--- src/rtl/bat_xlate.sv ---
module bat_xlate #(
  parameter int NENT = 4
) (
  input  logic        clk,
  input  logic        rst_n,
  input  logic        wr_en,
  input  logic        wr_iset,
  input  logic [1:0]  wr_idx,
  input  logic        wr_lower,
  input  logic [31:0] wr_data,
  input  logic        acc_valid,
  input  logic        acc_fetch,
  input  logic        acc_write,
  input  logic        priv_user,
  input  logic [31:0] ea,
  output logic        hit,
  output logic        override,
  output logic        multi_hit,
  output logic [31:0] ra,
  output logic [3:0]  wimg,
  output logic [1:0]  pp_out,
  output logic        ifetch_fault,
  output logic        data_fault
);
  localparam logic [31:0] UP_KEEP = 32'hFFFE_1FFF;
  localparam logic [31:0] LO_KEEP = 32'hFFFE_007B;

  logic [31:0] i_up [NENT];
  logic [31:0] i_lo [NENT];
  logic [31:0] d_up [NENT];
  logic [31:0] d_lo [NENT];

  always_ff @(posedge clk or negedge rst_n) begin
    if (!rst_n) begin
      for (int k = 0; k < NENT; k++) begin
        i_up[k] <= '0;
        i_lo[k] <= '0;
        d_up[k] <= '0;
        d_lo[k] <= '0;
      end
    end else if (wr_en) begin
      for (int k = 0; k < NENT; k++) begin
        if (wr_idx == k[1:0]) begin
          if (wr_iset && !wr_lower)  i_up[k] <= wr_data & UP_KEEP;
          if (wr_iset && wr_lower)   i_lo[k] <= wr_data & LO_KEEP;
          if (!wr_iset && !wr_lower) d_up[k] <= wr_data & UP_KEEP;
          if (!wr_iset && wr_lower)  d_lo[k] <= wr_data & LO_KEEP;
        end
      end
    end
  end

  logic [NENT-1:0] match;
  logic [31:0]     sel_up [NENT];
  logic [31:0]     sel_lo [NENT];

  for (genvar g = 0; g < NENT; g++) begin : g_ent
    logic [10:0] bl;
    logic        en;
    assign sel_up[g] = acc_fetch ? i_up[g] : d_up[g];
    assign sel_lo[g] = acc_fetch ? i_lo[g] : d_lo[g];
    assign bl        = sel_up[g][12:2];
    assign en        = (sel_up[g][1] & ~priv_user) | (sel_up[g][0] & priv_user);
    assign match[g]  = acc_valid & en
                     & (ea[31:28] == sel_up[g][31:28])
                     & ((ea[27:17] & ~bl) == sel_up[g][27:17]);
  end

  logic [31:0] w_up, w_lo;
  always_comb begin
    w_up = '0;
    w_lo = '0;
    for (int k = NENT - 1; k >= 0; k--) begin
      if (match[k]) begin
        w_up = sel_up[k];
        w_lo = sel_lo[k];
      end
    end
  end

  logic [1:0]  pp_w;
  logic        deny;
  logic [10:0] w_bl;

  assign hit       = |match;
  assign override  = hit;
  assign multi_hit = $countones(match) > 1;
  assign pp_w      = w_lo[1:0];
  assign w_bl      = w_up[12:2];
  assign deny      = hit & ((pp_w == 2'b00) | ((pp_w != 2'b10) & acc_write & ~acc_fetch));

  assign ra = (hit && !deny)
            ? {w_lo[31:28], w_lo[27:17] | (ea[27:17] & w_bl), ea[16:0]}
            : 32'h0;
  assign wimg         = hit ? {w_lo[6:4], w_lo[3] & ~acc_fetch} : 4'h0;
  assign pp_out       = hit ? pp_w : 2'b00;
  assign ifetch_fault = deny & acc_fetch;
  assign data_fault   = deny & ~acc_fetch;
endmodule


--- config.mk ---
export PLATFORM = sky130hd
export DESIGN_NAME = bat_xlate
export DESIGN_NICKNAME = d
export VERILOG_FILES = /design/src/rtl/bat_xlate.sv
export SDC_FILE = /design/constraint.sdc
export NUM_CORES = 1
export LEC_CHECK = 0
export BUFFER_PORTS_ARGS = -buffer_cell sky130_fd_sc_hd__buf_2
export CAP_MARGIN = 5
export CORE_ASPECT_RATIO = 1.5
export CORE_UTILIZATION = 35
export DETAILED_ROUTE_END_ITERATION = 7
export GPL_ROUTABILITY_DRIVEN = 0
export MAX_ROUTING_LAYER = met4
export SYNTH_ARGS = -nofsm -noshare
export SYNTH_HDL_FRONTEND = slang
export SYNTH_SLANG_ARGS = --single-unit
--- constraint.sdc ---
create_clock -name clk -period 9.5 [get_ports clk]
set_clock_uncertainty 0.05 [all_clocks]
set_input_delay 1.9 -clock clk [delete_from_list [all_inputs] [get_ports clk]]
set_output_delay 1.9 -clock clk [all_outputs]
set_load 0.005 [all_outputs]
After elaboration in Yosys (flattened, before gate mapping)
Cells that the tools add are included. W data, S select, Z words.

Add/subtract/negate cells: 3. Multiply operators: 0. Divide/modulo/power cells: 0. $lt $le $gt $ge: 1. Equality and inequality tests: 12. Shifts and indexed selects: 0. Mux-type cells: 19. Bitwise operators: 43. Reductions and logical operators: 27.

Operators by type and width (count): $mux W32 (13); $and A11 B11 Y11 (5); $mux W13 (4); $reduce_and A3 Y1 (16); $eq A11 B11 Y1 (4); $not A11 Y11 (4); $and A1 B1 Y1 (26); $eq A4 B4 Y1 (4); $or A11 B11 Y11 (1); $logic_and A1 B1 Y1 (5); $or A1 B1 Y1 (5); $add A1 B1 Y2 (2); $eq A2 B2 Y1 const B (2); $logic_not A2 Y1 (2); $mux W4 (1); $reduce_or A4 Y1 (1); $add A2 B2 Y3 (1); $gt A3 B1 Y1 const B (1); $logic_not A1 Y1 (3); $eq A2 B1 Y1 const B (1); $mux W2 (1); $ne A2 B2 Y1 const B (1); $not A1 Y1 (2).

Register bits: 392. Latch bits: 0. RAM bits: 0. Memory bits (read-only): 0. Input bits: 75. Output and inout port bits: 43. Memories kept: 0.

Logic depth before layout (Yosys ltp)
Gate-level depths: netlist of the first run.

Word-level depth: 18. Depth in mapped cells: 15.

Worst setup path after synthesis of the first run
No wires, ideal clock.

Kind: in2out. From: in acc_fetch. To: out ra[26]. Arrival: 4.425 ns. Data required time: 7.550 ns. Slack: 3.125 ns. Stages on the path: 11. Path buffers: 2. Cells stage by stage: buf_6 -> mux2i_1 -> xor2_1 -> o211ai_1 -> or4_4 -> nor2_2 -> clkinv_1 -> ha_1 -> nand3_1 -> buf_1 -> o2111a_1.

RTL lines: start: declaration (RTL line 12) `input logic acc_fetch,`; $mux W32 (RTL line 60) `assign sel_up[g] = acc_fetch ? i_up[g] : d_up[g];`; $and A1 B1 Y1 (RTL line 63) `assign en = (sel_up[g][1] & ~priv_user) | (sel_up[g][0] & priv_user);`; $or A1 B1 Y1 (RTL line 63); $and A1 B1 Y1 (RTL line 64) `assign match[g] = acc_valid & en`; $and A1 B1 Y1 (RTL line 65) `& (ea[31:28] == sel_up[g][31:28])`; $and A1 B1 Y1 (RTL line 66) `& ((ea[27:17] & ~bl) == sel_up[g][27:17]);`; $reduce_or A4 Y1 (*) (RTL line 85) `assign hit = |match;`; named net hit (RTL line 16) `output logic hit,`; $and A1 B1 Y1 (RTL line 90) `assign deny = hit & ((pp_w == 2'b00) | ((pp_w != 2'b10) & acc_write & ~acc_fetch));`; $logic_not A1 Y1 (RTL line 92) `assign ra = (hit && !deny)`; $logic_and A1 B1 Y1 (*) (RTL line 92); $mux W32 (*) (RTL line 93) `? {w_lo[31:28], w_lo[27:17] | (ea[27:17] & w_bl), ea[16:0]}`; end: declaration (RTL line 19) `output logic [31:0] ra,`.

The timed path passes the listed nets; every way through them passes the cells marked *.

Final worst setup path of the first run
From: in acc_fetch. To: out ra[26].

Cells in the longest elaborated chain, start to end: 18.

Ends and longest elaborated chain: $mux W32 (RTL line 60); $and A1 B1 Y1 (RTL line 63); $or A1 B1 Y1 (RTL line 63); $and A1 B1 Y1 (RTL line 64); $and A1 B1 Y1 (RTL line 65); $and A1 B1 Y1 (RTL line 66); $mux W32 (4 in series) (RTL line 74) `if (match[k]) begin`; $ne A2 B2 Y1 (RTL line 90); $and A1 B1 Y1 (2 in series) (RTL line 90); $or A1 B1 Y1 (RTL line 90); $and A1 B1 Y1 (RTL line 90); $logic_not A1 Y1 (RTL line 92); $logic_and A1 B1 Y1 (RTL line 92); $mux W32 (*) (RTL line 93).

Every way passes the cells marked *; elsewhere a longest branch is shown, timed or not.

==> run summary, run 1 <==
core box area: 53,900 sq um
chip width: 193 um
Synth area leader: dfrtp_1
WHS Endpoint: d_lo[100]$_DFFE_PN0P_
worst skew pair latency: 0.54 ns
RSZ-0062 raised after global routing: false
CTS hold repair buffers: 0
Worst path slowest cell: nor4_1
Largest delay share family, worst path: simple AND/OR/NAND/NOR gates
Yosys top cell area share: 51.2%
Setup TNS: 0 ns
CP required: 7.55 ns
drc violations: 8
Final setup viols: 0
placement row count: 104
Critical Path Fanout Max: 55
clock-pin slew on the worst setup and hold paths: 0.06 ns
top-count cell post-synth: mux2_2
share of cells above drive strength 1: 38.3%
Area growth, synth to finish: 13.3%
ANT nets after route: 0
most frequent cells after synthesis: mux2_2, dfrtp_1, a21oi_1, o21ai_0, clkbuf_1
worst path bufs/invs: 5
CP Capture Type: output port
clock tree buffer depth: 3
MaxCap Viol Count: 0
vias in the first global route: 13,777
Syn. warnings: 0
Post-synth EDFFs: 0
Synth async-reset ratio: 100%
largest vdd supply drop: 0.124 mV
sequential fraction of the synthesis area: 51.2%
H-tree lvl count: 2
failing checks: DRC
first-pass iteration count of the detailed router: 6
Synth Flop Type: dfrtp_1
Port Buffers: 113
root cell of the clock tree: clkbuf_16
Post-CTS Setup Inserts: 0
total wire length: 60,200 um
DR iter-0 viols: 899
R2R Path End: d_up[117]$_DFFE_PN0P_
Power Density: 222 nW/um^2
CTS Buf Count: 38
clock sink count: 391
Pins Over Slew Limit: 0
Hold WC Path Type: register to register
worst r2r src: d_up[117]$_DFFE_PN0P_
Critical Path Max Stage Delay: 0.59 ns
CTS tree: yes
Reg2Reg Depth: 1
via count: 13,447
Slew headroom: 21.1%
die area: 55,600 sq um
HP Start: d_lo[100]$_DFFE_PN0P_
Ports: 118
fmax: 0.122 GHz
pin count of the biggest net entering global routing: 199
Cell Chain, Critical Path: clkbuf_8, mux2i_1, xor2_1, nand3_1, nor4_1, nand4_1, buf_4, buf_4, nor2_2, o32ai_4, mux2i_4, buf_12, o2111a_1, buf_2
Worst EP arrival: 6.22 ns
PnR Total Power: 4.81 mW
PostCTS Resize Cnt: 0
initial antenna violation count: 3
Total GRT Usage: 22.8%
WHS: 0.454 ns
Worst setup SP type: primary input
Die Y: 288 um
Starting Density: 35.5%
vias per cell: 5.73
register bit count reported by yosys: 391
reg2reg setup slack: 8.57 ns
post-synth cell types: 62
Static Leak: 9.28 nW
nets: 1,707
final worst path period share: 86.0%
first-pass GRT wire length: 90,100 um
WL per Instance: 25.6 um
status: complete, but fails checks
post-DP HPWL: 40,200 um
Synthesized Nets: 1,638
Crit Path Class: primary input to output port
Worst Hold Depth: 1
Crit path top cell by count: buf_4
Syn Area/Cell: 12.3 sq um
Mapped Area: 19,100 sq um
cells after synthesis: 1,561
total grt overflow: 0
Fin. Hold Viols: 0
Synth area leaders: dfrtp_1, mux2_2, a21oi_1
post-layout min period: 8.17 ns
worst slew pin tran: 1.18 ns
-- metrics by stage --
step,util (%),cell area (sq um),worst slack (ns),cells
floorplan,-,19100,3.13,1561
global placement,37.8,20400,1.47,2279
detailed placement,37.8,20400,1.46,2279
CTS,40.2,21700,1.44,2347
global route,40.2,21700,1.37,2348
finish,40.2,21700,1.33,2348
-- worst max-delay path by stage --
stage / startpoint / to / slack [ns] / cells after the start
floorplan: acc_fetch / ra[26] / 3.13 / 11
global placement: acc_fetch / ra[26] / 1.47 / 14
detailed placement: acc_fetch / ra[26] / 1.46 / 14
CTS: acc_fetch / ra[26] / 1.44 / 14
global route: acc_fetch / ra[26] / 1.37 / 14
finish: acc_fetch / ra[26] / 1.33 / 14
-- power breakdown --
group | switching [mW] | internal [mW]
Clock | 0.661 | 0.917
Sequential | 0.269 | 2.05
Combinational | 0.443 | 0.463
-- cell families (layout without fill, tap and decap cells) --
logic type      count (synthesis)  in the layout  synth area share, %
compound gates                345            345                 11.9
other cells                     0              1                    0
buf+inv                       138            235                 3.23
flops                         391            391                 51.2
xor+xnor                       29             29                 1.33
fa+ha+maj                       2              2                0.170
simple gates                  208            208                 5.98
mux                           448            448                 26.2
-- state kept, by name (all words and copies together) (netlist names) --
| name | cells |
|---|---|
| d_up | 112 |
| i_up | 112 |
| d_lo | 84 |
| i_lo | 83 |
-- layout make-up --
class,count,area [sq um]
Timing Repair Buffer,149,892
Fill cell,5227,32200
Clock inverter,12,146
Sequential cell,391,9780
Antenna cell,1,2.50
Multi-Input combinational cell,1032,8780
Inverter,18,67.6
Clock buffer,56,1140
Tap cell,689,862
-- per-layer routing --
metal	part of all wire [%]	GRT usage [%]	wire length, um	vias to the layer above
li1	-	-	-	5947
met2	50	37.9	30300	391
met3	3.9	2.59	2370	153
met4	7.2	14.8	4340	0
met5	0	-	0	-
met1	39	25.8	23200	6956
-- cell usage in the layout, fill, tap and decap left out, types with 5 or more instances in the layout --
cell	netlist	layout
mux2_2	398	398
buf_2	17	111
nor4_1	5	5
nor2_2	2	7
a21oi_1	98	98
nand2_1	19	19
dfrtp_1	391	391
a31oi_1	14	14
xor2_1	12	12
clkbuf_16	0	39
a211oi_1	60	60
nor2_1	36	27
inv_1	15	15
nor3b_1	12	12
mux2i_1	47	47
o211ai_1	25	25
a221oi_1	5	5
a22oi_1	6	6
o2111a_1	11	11
or3_1	10	10
nand2b_1	24	23
o21ai_0	75	75
buf_4	3	33
nand4_1	17	17
xnor2_1	17	17
o2111ai_1	6	6
clkbuf_1	73	7
clkbuf_8	0	11
nor2b_1	16	16
a211o_1	5	5
and3_1	18	17
nand3_1	7	6
clkinv_2	0	6
nor3_1	34	34
o31ai_1	6	6
No activity file was read; power rests on OpenSTA's default activity.
==> run 2: changes to the inputs <==
--- a/config.mk
+++ b/config.mk
@@ -11,2 +11,3 @@
 export CORE_UTILIZATION = 35
+export CTS_CLUSTER_SIZE = 25
 export DETAILED_ROUTE_END_ITERATION = 7
@@ -14,2 +15,3 @@
 export MAX_ROUTING_LAYER = met4
+export PLACE_DENSITY = 0.5
 export SYNTH_ARGS = -nofsm -noshare
==> constraint.sdc (replaced) <==
create_clock -name clk -period 9.5 [get_ports clk]
set_clock_uncertainty 0.05 [all_clocks]
set_input_delay 1.425 -clock clk [delete_from_list [all_inputs] [get_ports clk]]
set_output_delay 1.425 -clock clk [all_outputs]
set_load 0.005 [all_outputs]
==> run 2 against run 1 <==
Core utilization up 0.15 points. Critical path depth is 1 higher. Worst setup slack better by 0.054 ns. Total power rose by 2.3%. Global-route usage is 1.8 points higher. Die area stayed put. Sequential share of layout area down 0.17 points. The flow still finishes with violations (DRC). First-iteration DRC count shrank 2.4%. Critical endpoint is now ifetch_fault.
==> run summary, run 2 (synthesis gave the netlist of run 1 again) <==
status: complete, but fails checks
failing checks: DRC
ANT nets after route: 0
most frequent cells in the layout: mux2_2, dfrtp_1, buf_2, a21oi_1, o21ai_0
largest registers: d_up: 112 flops, i_up: 112 flops, d_lo: 84 flops
via count: 13,501
first-pass iteration count of the detailed router: 7
post-DP HPWL: 42,400 um
chip width: 193 um
PostCTS Resize Cnt: 0
Starting Density: 35.5%
WL per Instance: 27.5 um
MaxCap Viol Count: 0
Crit Path Class: primary input to output port
Worst setup SP type: primary input
placement row count: 104
Static Leak: 9.30 nW
die area: 55,600 sq um
Critical Path Fanout Max: 72
Fin. Hold Viols: 0
total grt overflow: 0
core box area: 53,900 sq um
Total GRT Usage: 24.6%
largest vdd supply drop: 0.130 mV
DR iter-0 viols: 877
clock sink count: 391
RSZ-0062 raised after global routing: false
first-pass GRT wire length: 95,900 um
nets: 1,702
CP Capture Type: output port
Filler cells: 5,254
commonest non-fill, non-tap cell in the layout: mux2_2
Die Y: 288 um
Ports: 118
CTS Buf Count: 41
WHS: 0.450 ns
Pins Over Slew Limit: 0
Post-CTS Setup Inserts: 0
worst slew pin tran: 1.10 ns
drc violations: 10
Setup TNS: 0 ns
Worst EP arrival: 6.64 ns
Port Buffers: 113
final worst path period share: 85.4%
Area growth, synth to finish: 13.7%
vias in the first global route: 14,040
PnR Total Power: 4.92 mW
total wire length: 64,600 um
Slew headroom: 26.8%
Power Density: 226 nW/um^2
CTS hold repair buffers: 0
clock-pin slew on the worst setup and hold paths: 0.06 ns
pin count of the biggest net entering global routing: 137
Hold WC Path Type: register to register
worst skew pair latency: 0.54 ns
share of cells above drive strength 1: 38.3%
root cell of the clock tree: clkbuf_16
dpl cells: 2,271
CP required: 8.03 ns
vias per cell: 5.75
clock tree buffer depth: 3
post-layout min period: 8.12 ns
H-tree lvl count: 2
initial antenna violation count: 6
Final setup viols: 0
fmax: 0.123 GHz
CTS tree: yes
fin cells: 2,350
run 2: worst paths after layout:
check / start / end / slack (ns) / cells after the start
setup reg to reg: i_up[72]$_DFFE_PN0P_ / i_up[72]$_DFFE_PN0P_ / 8.60 / 1
hold reg to reg: d_up[64]$_DFFE_PN0P_ / d_up[64]$_DFFE_PN0P_ / 0.45 / 1
hold / removal: d_up[64]$_DFFE_PN0P_ / d_up[64]$_DFFE_PN0P_ / 0.45 / 1
max in group asynchronous: rst_n / d_up[21]$_DFFE_PN0P_ / 6.89 / 2
setup / recovery: acc_fetch / ifetch_fault / 1.38 / 15
min in group asynchronous: rst_n / i_lo[38]$_DFFE_PN0P_ / 0.88 / 1
run 2: layout make-up:
type / count / area (sq um) / area share, %
flip-flops and latches: 391 / 9780 / 45.0
diodes: 4 / 10.0 / 0.0460
clock buffers: 66 / 1310 / 6.03
inverters: 18 / 67.6 / 0.311
multi-input cells: 1032 / 8790 / 40.4
well taps: 689 / 862 / 3.96
repair buffers: 141 / 820 / 3.77
clock inverters: 9 / 105 / 0.483
run 2: layer usage:
layer	wire length [um]	vias to the layer above	GRT usage, %	part of all wire (%)
met5	0	-	-	0
met4	3260	0	11.8	5.0
met3	2270	132	3.07	3.5
met2	33200	348	41.5	51
met1	25900	7081	28.7	40
li1	-	5940	-	-
run 2: power by group:
group | internal [mW] | switching, mW
Clock | 1.00 | 0.689
Combinational | 0.463 | 0.443
Sequential | 2.05 | 0.267
Total | 3.52 | 1.40
run 2: through the flow:
stage	utilization (%)	worst slack, ns	cell area, sq um
2_1_floorplan	-	4.08	19100
3_3_place_gp	37.7	1.49	20300
3_5_place_dp	37.7	1.43	20300
4_1_cts	40.4	1.41	21700
5_1_grt	40.4	1.24	21700
6_report	40.4	1.38	21800
run 2: worst max-delay path, stage by stage:
cell      delay, ns
clkbuf_8       0.45
buf_4          0.64
mux2i_1        0.32
xor2_1         0.37
o211ai_1       0.18
a221oi_1       0.24
o211ai_1       0.38
nor2_4         0.22
buf_4          0.25
clkinv_1       0.33
ha_1           0.33
nand3_2        0.65
buf_4          0.37
and4_1         0.22
buf_2          0.11
